**src/rtl/tmr_pkg.sv**
```systemverilog
package tmr_pkg;

  // position of a register inside one channel's four-word block
  typedef enum logic [1:0] {
    SLOT_COUNT  = 2'd0,
    SLOT_RELOAD = 2'd1,
    SLOT_CMP_A  = 2'd2,
    SLOT_CMP_B  = 2'd3
  } slot_e;

  // per-channel event bundle; bit 0 is compare A, bit 2 is the wrap
  typedef struct packed {
    logic wrap;
    logic hit_b;
    logic hit_a;
  } tmr_evt_t;

  localparam int EVT_PER_CH = 3;

endpackage

```
**src/rtl/tmr_channel.sv**
```systemverilog
module tmr_channel
  import tmr_pkg::*;
#(
  parameter int CNT_W = 32
) (
  input  logic             clk,
  input  logic             rst,
  input  logic             run,
  input  logic             dir_up,
  input  logic             cnt_we,
  input  logic             rld_we,
  input  logic             cmpa_we,
  input  logic             cmpb_we,
  input  logic [CNT_W-1:0] wdata,
  output logic [CNT_W-1:0] cnt_q,
  output logic [CNT_W-1:0] rld_q,
  output logic [CNT_W-1:0] cmpa_q,
  output logic [CNT_W-1:0] cmpb_q,
  output tmr_evt_t         evt
);

  localparam logic [CNT_W-1:0] TOP = '1;

  logic stepping;
  logic at_end;

  assign stepping = run && !cnt_we;
  assign at_end   = dir_up ? (cnt_q == TOP) : (cnt_q == '0);

  always_comb begin
    evt.hit_a = stepping && (cnt_q == cmpa_q);
    evt.hit_b = stepping && (cnt_q == cmpb_q);
    evt.wrap  = stepping && at_end;
  end

  always_ff @(posedge clk) begin
    if (rst) begin
      cnt_q  <= '0;
      rld_q  <= '0;
      cmpa_q <= '0;
      cmpb_q <= '0;
    end else begin
      if (rld_we)  rld_q  <= wdata;
      if (cmpa_we) cmpa_q <= wdata;
      if (cmpb_we) cmpb_q <= wdata;
      if (cnt_we)
        cnt_q <= wdata;
      else if (run) begin
        if (at_end)      cnt_q <= rld_q;
        else if (dir_up) cnt_q <= cnt_q + 1'b1;
        else             cnt_q <= cnt_q - 1'b1;
      end
    end
  end


  cnt_write_chk: assert property (@(posedge clk) disable iff (rst)
    cnt_we |=> cnt_q == $past(wdata));


  hold_when_off_chk: assert property (@(posedge clk) disable iff (rst)
    (!run && !cnt_we) |=> $stable(cnt_q));


  up_step_chk: assert property (@(posedge clk) disable iff (rst)
    (run && dir_up && !cnt_we && cnt_q != TOP) |=> cnt_q == $past(cnt_q) + 1'b1);


  down_step_chk: assert property (@(posedge clk) disable iff (rst)
    (run && !dir_up && !cnt_we && cnt_q != '0) |=> cnt_q == $past(cnt_q) - 1'b1);

endmodule

```
**src/rtl/tmr_irq.sv**
```systemverilog
module tmr_irq
  import tmr_pkg::*;
#(
  parameter int N_CH = 3
) (
  input  logic                       clk,
  input  logic                       rst,
  input  logic [EVT_PER_CH*N_CH-1:0] evt_in,
  input  logic                       clr_we,
  input  logic                       mask_we,
  input  logic [EVT_PER_CH*N_CH-1:0] wbits,
  input  logic [N_CH-1:0]            irq_en,
  output logic [EVT_PER_CH*N_CH-1:0] st_q,
  output logic [EVT_PER_CH*N_CH-1:0] mask_q,
  output logic [N_CH-1:0]            irq_q
);

  localparam int EV_W = EVT_PER_CH * N_CH;

  logic [EV_W-1:0] live;
  assign live = st_q & ~mask_q;

  always_ff @(posedge clk) begin
    if (rst) begin
      st_q   <= '0;
      mask_q <= '1;
    end else begin
      st_q <= (st_q & ~(clr_we ? wbits : '0)) | evt_in;
      if (mask_we) mask_q <= wbits;
    end
  end

  for (genvar c = 0; c < N_CH; c++) begin : g_line
    always_ff @(posedge clk) begin
      if (rst) irq_q[c] <= 1'b0;
      else     irq_q[c] <= irq_en[c] && (|live[EVT_PER_CH*c +: EVT_PER_CH]);
    end
  end


  reset_state_chk: assert property (@(posedge clk)
    rst |=> (mask_q == '1 && st_q == '0 && irq_q == '0));


  event_sticks_chk: assert property (@(posedge clk) disable iff (rst)
    (evt_in != '0) |=> ((st_q & $past(evt_in)) == $past(evt_in)));


  irq_gate_chk: assert property (@(posedge clk) disable iff (rst)
    1'b1 |=> ((irq_q & ~$past(irq_en)) == '0));

endmodule

```
**src/rtl/tri_event_timer.sv**
```systemverilog
module tri_event_timer
  import tmr_pkg::*;
#(
  parameter int N_CH   = 3,
  parameter int CNT_W  = 32,
  parameter int ADDR_W = 4
) (
  input  logic              clk,
  input  logic              rst,
  input  logic              bus_wr,
  input  logic              bus_rd,
  input  logic [ADDR_W-1:0] bus_addr,
  input  logic [CNT_W-1:0]  bus_wdata,
  output logic [CNT_W-1:0]  bus_rdata,
  output logic [N_CH-1:0]   tmr_irq
);

  localparam int EV_W   = EVT_PER_CH * N_CH;
  localparam int CTRL_W = 4 * N_CH;
  localparam int BLK_W  = ADDR_W - 2;
  localparam logic [ADDR_W-1:0] CTRL_IDX = ADDR_W'(4 * N_CH);
  localparam logic [ADDR_W-1:0] STAT_IDX = ADDR_W'(4 * N_CH + 1);
  localparam logic [ADDR_W-1:0] MASK_IDX = ADDR_W'(4 * N_CH + 2);

  initial begin
    if (4 * N_CH + 3 > (1 << ADDR_W)) $error("address space too small");
    if (CNT_W < CTRL_W) $error("data word narrower than control word");
  end

  logic [CTRL_W-1:0] ctrl_q;
  logic [EV_W-1:0]   evt_all;
  logic [EV_W-1:0]   st_q, mask_q;
  logic [N_CH-1:0]   ie;
  logic [CNT_W-1:0]  cnt_a  [N_CH];
  logic [CNT_W-1:0]  rld_a  [N_CH];
  logic [CNT_W-1:0]  cmpa_a [N_CH];
  logic [CNT_W-1:0]  cmpb_a [N_CH];
  logic [CNT_W-1:0]  rd_mux;

  always_ff @(posedge clk) begin
    if (rst)                              ctrl_q <= '0;
    else if (bus_wr && bus_addr == CTRL_IDX) ctrl_q <= bus_wdata[CTRL_W-1:0];
  end

  for (genvar c = 0; c < N_CH; c++) begin : g_ch
    logic     blk_hit;
    tmr_evt_t ev;
    assign blk_hit = bus_wr && (bus_addr[ADDR_W-1:2] == BLK_W'(c));
    assign ie[c]   = ctrl_q[3*c+2];

    tmr_channel #(.CNT_W(CNT_W)) u_ch (
      .clk     (clk),
      .rst     (rst),
      .run     (ctrl_q[3*c]),
      .dir_up  (ctrl_q[3*N_CH+c]),
      .cnt_we  (blk_hit && bus_addr[1:0] == SLOT_COUNT),
      .rld_we  (blk_hit && bus_addr[1:0] == SLOT_RELOAD),
      .cmpa_we (blk_hit && bus_addr[1:0] == SLOT_CMP_A),
      .cmpb_we (blk_hit && bus_addr[1:0] == SLOT_CMP_B),
      .wdata   (bus_wdata),
      .cnt_q   (cnt_a[c]),
      .rld_q   (rld_a[c]),
      .cmpa_q  (cmpa_a[c]),
      .cmpb_q  (cmpb_a[c]),
      .evt     (ev)
    );
    assign evt_all[EVT_PER_CH*c +: EVT_PER_CH] = ev;
  end

  tmr_irq #(.N_CH(N_CH)) u_irq (
    .clk     (clk),
    .rst     (rst),
    .evt_in  (evt_all),
    .clr_we  (bus_wr && bus_addr == STAT_IDX),
    .mask_we (bus_wr && bus_addr == MASK_IDX),
    .wbits   (bus_wdata[EV_W-1:0]),
    .irq_en  (ie),
    .st_q    (st_q),
    .mask_q  (mask_q),
    .irq_q   (tmr_irq)
  );

  always_comb begin
    rd_mux = '0;
    for (int c = 0; c < N_CH; c++) begin
      if (bus_addr[ADDR_W-1:2] == BLK_W'(c)) begin
        case (slot_e'(bus_addr[1:0]))
          SLOT_COUNT:  rd_mux = cnt_a[c];
          SLOT_RELOAD: rd_mux = rld_a[c];
          SLOT_CMP_A:  rd_mux = cmpa_a[c];
          default:     rd_mux = cmpb_a[c];
        endcase
      end
    end
    if (bus_addr == CTRL_IDX) rd_mux = CNT_W'(ctrl_q);
    if (bus_addr == STAT_IDX) rd_mux = CNT_W'(st_q);
    if (bus_addr == MASK_IDX) rd_mux = CNT_W'(mask_q);
  end

  always_ff @(posedge clk) begin
    if (rst)         bus_rdata <= '0;
    else if (bus_rd) bus_rdata <= rd_mux;
  end


  rdata_hold_chk: assert property (@(posedge clk) disable iff (rst)
    !bus_rd |=> $stable(bus_rdata));

endmodule

```
**config.mk**
```make
export PLATFORM = sky130hd
export DESIGN_NAME = tri_event_timer
export DESIGN_NICKNAME = d
export VERILOG_FILES = /design/src/rtl/tmr_pkg.sv /design/src/rtl/tmr_channel.sv /design/src/rtl/tmr_irq.sv /design/src/rtl/tri_event_timer.sv
export SDC_FILE = /design/constraint.sdc
export NUM_CORES = 2
export LEC_CHECK = 0
export BUFFER_PORTS_ARGS = -buffer_cell sky130_fd_sc_hd__buf_2
export CELL_PAD_IN_SITES_DETAIL_PLACEMENT = 1
export CELL_PAD_IN_SITES_GLOBAL_PLACEMENT = 2
export CORE_MARGIN = 4
export CORE_UTILIZATION = 39
export CTS_CLUSTER_SIZE = 12
export DETAILED_ROUTE_END_ITERATION = 8
export GPL_ROUTABILITY_DRIVEN = 0
export PLACE_DENSITY_LB_ADDON = 0.1
export SETUP_SLACK_MARGIN = 0.15
export SKIP_CTS_REPAIR_TIMING = 1
export SLEW_MARGIN = 20
export SYNTH_ARGS = -nofsm -noshare
export SYNTH_HDL_FRONTEND = slang
export SYNTH_SLANG_ARGS = --single-unit
export TNS_END_PERCENT = 50
```
**constraint.sdc**
```tcl
create_clock -name clk -period 3.35 [get_ports clk]
set_input_delay 0.1675 -clock clk [delete_from_list [all_inputs] [get_ports clk]]
set_output_delay 0.1675 -clock clk [all_outputs]
set_load 0.005 [all_outputs]
```
# [Yosys cells after proc, flatten, opt, wreduce, memory -nomap -nowiden]
# Index checks and enable logic that the tools add are counted.
[classes] add_sub_neg=6 eq_ne=17 mux=25 bitwise_logic=5 n_reduce_logical=47
[op_table] operator="two-way mux 32 bit" count=18
[op_table] operator="one-hot mux 32 bit (3 select lines)" count=3
[op_table] operator="equality test 32 bit" count=6
[op_table] operator="adder 32 x 1 -> 32 bit, second input constant" count=3
[op_table] operator="equality test 32 bit, second input constant" count=3
[op_table] operator="logical NOT 32 bit" count=3
[op_table] operator="subtractor 32 x 1 -> 32 bit, second input constant" count=3
[op_table] operator="logical AND 1 bit" count=33
[op_table] operator="bitwise AND 9 bit" count=2
[op_table] operator="inverter 9 bit" count=2
[op_table] operator="equality test 4 bit, second input constant" count=3
[op_table] operator="two-way mux 9 bit" count=1
[op_table] operator="OR 9 bit" count=1
[op_table] operator="OR reduction 3 bit" count=3
[op_table] operator="equality test 2 bit, second input constant" count=3
[op_table] operator="nonzero test 2 bit" count=3
[op_table] operator="equality test 2 x 1 -> 1 bit, second input constant" count=2
[op_table] operator="logical NOT 2 bit" count=2
[op_table] operator="logical NOT 1 bit" count=3
[op_table] operator="two-way mux 1 bit" count=3
[totals] reg_bits=449 in_bits=40 out_inout_bits=35 word_cells=119

# [Depth between registers and ports, before layout]
[logic_depth] depth_word=8 mapped_depth=12 depth_no_buf=11

# [Cells and area by module]
# A second synthesis with hierarchy kept.
[hier_totals] hier_cells=3308 area_unflattened_um2=28950.3
[modules_own_cells] module="tmr_channel (g_ch[1].u_ch ...)" instances=2 cells_each=889 area_per_inst_um2=7629.8 seq_area_each_um2=2562.5
[modules_own_cells] module="tmr_channel (g_ch[0].u_ch)" instances=1 cells_each=905 area_per_inst_um2=7709.9 seq_area_each_um2=2562.5
[modules_own_cells] module="tri_event_timer" instances=1 cells_each=550 area_per_inst_um2=5153.7 seq_area_each_um2=880.8
[modules_own_cells] module="tmr_irq" instances=1 cells_each=75 area_per_inst_um2=827.0 seq_area_each_um2=420.4

# [Worst setup path before layout]
# Ideal clock, no wire load.
[synth_path] path_kind="register to register" start="register ctrl_q[9]" end="register g_ch[0].u_ch.cnt_q[20]" setup_ps=70 t_arrival_ps=3022 required_ps=3280 setup_slack_ps=257 path_stages_with_launch=12 n_path_buf=0 period_less_slack_ps=3093 cell_sequence="dfxtp_1 > inv_1 > ha_1 > nor2b_1 > o21ai_1 > a21oi_1 > o41a_1 > a21oi_1 > or4b_1 > o2111ai_1 > o211ai_1 > a21oi_1"
[synth_via] elab_chain_len=4 word_cells_on_any_way=5 cone_classes="mux: 5"
[synth_lines] element="start, declared" line_no="tri_event_timer.sv:30" rtl="logic [CTRL_W-1:0] ctrl_q;"
[synth_lines] element="start signal, assigned" line_no="tri_event_timer.sv:42" rtl="else if (bus_wr && bus_addr == CTRL_IDX) ctrl_q <= bus_wdata[CTRL_W-1:0];"
[synth_lines] element="two-way mux 32 bit or two-way mux 1 bit (tied branches)" line_no="tmr_channel.sv:50, tmr_channel.sv:28"
[synth_lines] element="two-way mux 32 bit (*)" line_no="tmr_channel.sv:49" rtl="if (at_end) cnt_q <= rld_q;"
[synth_lines] element="two-way mux 32 bit (*)" line_no="tmr_channel.sv:48" rtl="else if (run) begin"
[synth_lines] element="two-way mux 32 bit (*)" line_no="tmr_channel.sv:46" rtl="if (cnt_we)"
[synth_lines] element="end signal, assigned" line_no="tmr_channel.sv:47" rtl="cnt_q <= wdata;"
[synth_lines] element="end signal, assigned" line_no="tmr_channel.sv:49"
[synth_lines] element="end signal, assigned" line_no="tmr_channel.sv:50" rtl="else if (dir_up) cnt_q <= cnt_q + 1'b1;"
[synth_lines] element="end, declared" line_no="tmr_channel.sv:15" rtl="output logic [CNT_W-1:0] cnt_q,"
# Mark *: on every way between the ends. The rest lies on a longest branch, timed or not. The select of a mux whose other input is x is not followed.
# A chain may end at the register's enable or synchronous reset.

# [Worst setup path after layout]
[layout_path] start="register ctrl_q[11]" end="register g_ch[2].u_ch.cnt_q[20]"
[layout_via] elab_chain_len=4 word_cells_on_any_way=5 cone_classes="mux: 5"
[layout_lines] element="two-way mux 32 bit or two-way mux 1 bit (tied branches)" line_no="tmr_channel.sv:50, tmr_channel.sv:28"
[layout_lines] element="two-way mux 32 bit (*)" line_no="tmr_channel.sv:49"
[layout_lines] element="two-way mux 32 bit (*)" line_no="tmr_channel.sv:48"
[layout_lines] element="two-way mux 32 bit (*)" line_no="tmr_channel.sv:46"
[layout_lines] element="end signal, assigned" line_no="tmr_channel.sv:47"
[layout_lines] element="end signal, assigned" line_no="tmr_channel.sv:49"
[layout_lines] element="end signal, assigned" line_no="tmr_channel.sv:50"
[layout_lines] element="end, declared" line_no="tmr_channel.sv:15"
# Marks and branches as above.

==> flow_results.xml <==
<?xml version="1.0" encoding="UTF-8"?>
<metrics>
  <group name="global_routing">
    <metric name="first_global_vias" unit="">27800</metric>
    <metric name="grt-ovfl-total" unit="">0</metric>
    <metric name="global_route_wire_length_before_repair" unit="um">188000</metric>
    <metric name="grt_antenna_before_repair" unit="">8</metric>
    <metric name="global_route.usage.total" unit="">0.331</metric>
    <metric name="grt_max_degree" unit="">74</metric>
  </group>
  <group name="die">
    <metric name="io-pin-count" unit="">75</metric>
    <metric name="fp.dieH" unit="um">275</metric>
    <metric name="chipWidth" unit="um">275</metric>
    <metric name="initial_utilization" unit="">0.395</metric>
    <metric name="design.core.area" unit="sq um">70400</metric>
    <metric name="die_area" unit="sq um">75600</metric>
    <metric name="rows" unit="">97</metric>
  </group>
  <group name="cts">
    <metric name="cts_sinks" unit="">449</metric>
    <metric name="number_of_cts_inserted_buffers" unit="">55</metric>
    <metric name="clock_buffer_depth" unit="">3</metric>
    <metric name="cts_root_cell" unit="">clkbuf_16</metric>
    <metric name="cts.reportedPaths.clkPinSlew" unit="ns">0.06</metric>
    <metric name="h_tree_levels" unit="">2</metric>
    <metric name="insertion_delay" unit="ns">0.63</metric>
    <metric name="tritoncts" unit="">done</metric>
  </group>
  <group name="power_and_ir_drop">
    <metric name="static_power_due_to_leakage" unit="uW">0.0129</metric>
    <metric name="power.density_cell_area" unit="nW/um^2">462</metric>
    <metric name="ir_worst_vdd" unit="mV">0.399</metric>
    <metric name="reg_power_frac" unit="">0.380</metric>
    <metric name="clock_power_share" unit="">0.413</metric>
    <metric name="power.share.switching" unit="">0.310</metric>
    <metric name="combinationalPowerShare" unit="">0.207</metric>
    <metric name="internal_power_contribution" unit="uW">10100</metric>
    <metric name="post-layout-total-power" unit="uW">14700</metric>
    <metric name="power.switching" unit="uW">4550</metric>
  </group>
  <group name="sta">
    <metric name="slew_viol_final" unit="">0</metric>
    <metric name="timing.clock.skew" unit="ns">0.0186</metric>
    <metric name="setup_violations" unit="">0</metric>
    <metric name="final_period_demand_of_the_worst_path" unit="ns">3.15</metric>
    <metric name="timing.slew.headroom" unit="">0.327</metric>
    <metric name="worst_pin_slew" unit="ns">1.00</metric>
    <metric name="unrepaired_setup_endpoints_after_global_routing" unit="">yes</metric>
    <metric name="finalCritPeriodShare" unit="">0.941</metric>
    <metric name="clock.fmax" unit="GHz">0.317</metric>
    <metric name="final_hold_viol_count" unit="">0</metric>
  </group>
  <group name="synth">
    <metric name="synth.area.top_cells" unit="">dfxtp_1 (32%), nand2_1 (10%), a21oi_1 (9.1%)</metric>
    <metric name="syn_avg_cell_area" unit="sq um">7.90</metric>
    <metric name="synthCells" unit="">3520</metric>
    <metric name="synth.cell_area" unit="sq um">27800</metric>
    <metric name="synth_warnings" unit="">0</metric>
    <metric name="postSynth.topFlopCell" unit="">dfxtp_1</metric>
    <metric name="synth.largest_area_cell" unit="">dfxtp_1</metric>
    <metric name="synth_cell_types" unit="">76</metric>
    <metric name="ys_async_sr_fraction" unit="">0</metric>
    <metric name="post_synth_edffs" unit="">0</metric>
    <metric name="ys_ff_latch" unit="">449</metric>
    <metric name="synth_largest_type_area_fraction" unit="">0.323</metric>
    <metric name="seq_area_frac_synth" unit="">0.323</metric>
    <metric name="postSynthNetCount" unit="">3653</metric>
  </group>
  <group name="final_layout">
    <metric name="fin_area" unit="sq um">31800</metric>
    <metric name="layout-area-overhead-vs-synth" unit="%">14.2</metric>
    <metric name="final_nets" unit="">3661</metric>
    <metric name="layout.area.seq" unit="sq um">9000</metric>
    <metric name="number_of_fillers_in_the_final_layout" unit="">8427</metric>
    <metric name="final-instance-count-excl-fill" unit="">4511</metric>
    <metric name="multiInputGateArea" unit="sq um">18000</metric>
    <metric name="drive_above_1_share" unit="">0.136</metric>
    <metric name="final_core_util" unit="">0.451</metric>
  </group>
  <group name="worst_setup_path">
    <metric name="worstPathMaxFanout" unit="">6</metric>
    <metric name="critPathCaptureType" unit="">register</metric>
    <metric name="reg2reg_slack" unit="ns">0.20</metric>
    <metric name="critical_path_required" unit="ns">3.82</metric>
    <metric name="cp.arrival" unit="ns">3.63</metric>
    <metric name="timing.critical_path.from" unit="">ctrl_q[11]$_SDFFE_PP0P_</metric>
    <metric name="rr_worst_depth" unit="">11</metric>
    <metric name="worst_setup_path_start_kind" unit="">register</metric>
    <metric name="critPathCapture" unit="">g_ch[2].u_ch.cnt_q[20]$_SDFFE_PP0P_</metric>
    <metric name="rr_startpoint" unit="">ctrl_q[11]$_SDFFE_PP0P_</metric>
    <metric name="category_of_the_critical_setup_timing_path" unit="">reg2reg</metric>
    <metric name="regToRegEndpoint" unit="">g_ch[2].u_ch.cnt_q[20]$_SDFFE_PP0P_</metric>
  </group>
  <group name="routing">
    <metric name="detailed_routing_iteration_count_for_the_pre_antenna_repair_pass" unit="">6</metric>
    <metric name="detail-route-antenna-nets" unit="">0</metric>
    <metric name="iteration_0_drc_markers" unit="">3099</metric>
    <metric name="vias" unit="">28100</metric>
    <metric name="detail_routed_via_count_per_cell" unit="">6.23</metric>
    <metric name="post-route-drc-count" unit="">0</metric>
    <metric name="postRouteWirelength" unit="um">129000</metric>
    <metric name="routed_wire_length_per_instance" unit="um">28.5</metric>
  </group>
  <group name="worst_hold_path">
    <metric name="worst_hold_path_type" unit="">in2reg</metric>
  </group>
  <group name="placed_design">
    <metric name="buffer_ports.inserted" unit="">74</metric>
    <metric name="total_cell_area_at_the_placement_stage" unit="sq um">29500</metric>
    <metric name="dp.final_hpwl" unit="um">91800</metric>
    <metric name="dpl.cell_count" unit="">4399</metric>
  </group>
  <group name="status">
    <metric name="run_status" unit="">completed</metric>
  </group>
  <group name="job">
    <metric name="timing.max_cap.violations" unit="">0</metric>
  </group>
</metrics>
## sequential cells by signal, summed over array words and instances (netlist names)
| register | count |
|---|---|
| u_irq.mask_q | 9 |
| g_ch.u_ch.rld_q | 96 |
| g_ch.u_ch.cnt_q | 96 |
| bus_rdata | 32 |
| u_irq.irq_q | 3 |
| g_ch.u_ch.cmpb_q | 96 |
| g_ch.u_ch.cmpa_q | 96 |
| ctrl_q | 12 |
| u_irq.st_q | 9 |
## Yosys cell counts (44+ instances only)
cell type  instances
nand2_1          754
a21oi_1          506
dfxtp_1          449
clkbuf_1         223
xor2_1           218
nor2_1           197
o21ai_0           94
mux4_2            92
ha_1              90
nor4_1            80
nand3_1           76
mux2i_1           54
nand2b_1          51
xnor2_1           47
inv_1             44
## stage by stage
step | worst slack (ns) | hold WS [ns] | TNS [ns]
after floorplan | 0.257 | 0.303 | 0
after global placement | 0.0207 | 0.446 | 0
after detailed placement | -0.134 | 0.457 | -0.139
after CTS | -0.116 | -0.0585 | -0.182
after global routing | 0.0612 | 0.0274 | 0
final | 0.198 | 0.0239 | 0
## how the worst min path moves through the flow
stage,start,cells past startpoint,to,slack [ns]
final,bus_wdata[28],3,g_ch[0].u_ch.rld_q[28]$_SDFFE_PP0P_,0.02
after CTS,rst,2,bus_rdata[25]$_SDFFE_PP0P_,-0.06
after detailed placement,ctrl_q[1]$_SDFFE_PP0P_,2,ctrl_q[1]$_SDFFE_PP0P_,0.46
after floorplan,bus_wdata[20],2,g_ch[0].u_ch.cmpa_q[20]$_SDFFE_PP0P_,0.30
after global placement,ctrl_q[1]$_SDFFE_PP0P_,2,ctrl_q[1]$_SDFFE_PP0P_,0.45
after global routing,bus_wdata[28],3,g_ch[0].u_ch.rld_q[28]$_SDFFE_PP0P_,0.03
## routing by layer
metal,up-vias,GRT usage,part of all wire
li1,12500,-,-
met1,14200,0.466,0.44
met2,1123,0.495,0.43
met3,245,0.0581,0.078
met4,8,0.148,0.053
met5,-,0,0.00043
## kinds of logic after synthesis
kind of cell,Yosys count,share of synthesized area
flops,449,0.323
mux,151,0.0960
compound gates,907,0.197
xor+xnor,265,0.0835
simple gates,1345,0.214
fa+ha+maj,93,0.0427
buf+inv,310,0.0442
## critical path: stages, from the launching register on
cell	delay, ns
dfxtp_4	0.38
buf_4	0.18
fa_1	0.44
nand2b_1	0.21
a21oi_2	0.17
o2111ai_2	0.21
a21oi_1	0.38
nor3_1	0.13
nor4_1	0.35
mux2i_1	0.17
o31ai_1	0.29
a21oi_1	0.12
## cells in the final DEF (no fill, tap or decap), types with 47 or more instances in the layout
master / n
xnor2_1: 47
buf_2: 73
nand2b_1: 51
o21ai_0: 89
nor2_1: 186
nor4_1: 78
mux2i_1: 54
mux4_2: 92
a21oi_1: 498
dfxtp_1: 445
buf_4: 122
nand3_1: 75
clkbuf_16: 56
xor2_1: 218
ha_1: 75
nand2_1: 754
## area by class of cell
| class | instances | area share |
|---|---|---|
| clock inverter | 11 | 0.00386 |
| tap | 940 | 0.0370 |
| clock buffer | 83 | 0.0527 |
| inverter | 45 | 0.00555 |
| timing repair inverter | 3 | 0.000709 |
| timing repair buffer | 213 | 0.0505 |
| antenna | 6 | 0.000473 |
| multi-input combinational | 2761 | 0.566 |
| sequential | 449 | 0.283 |
## power by group through the flow
stage / clock [uW] / combinational (uW) / sequential, uW
2_1_floorplan: 0 / 1880 / 5650
3_3_place_gp: 0 / 2810 / 5690
3_5_place_dp: 0 / 2870 / 5700
4_1_cts: 6130 / 2890 / 5580
5_1_grt: 6360 / 3240 / 5590
6_report: 6070 / 3030 / 5590
No activity file was read; power rests on OpenSTA's default activity.
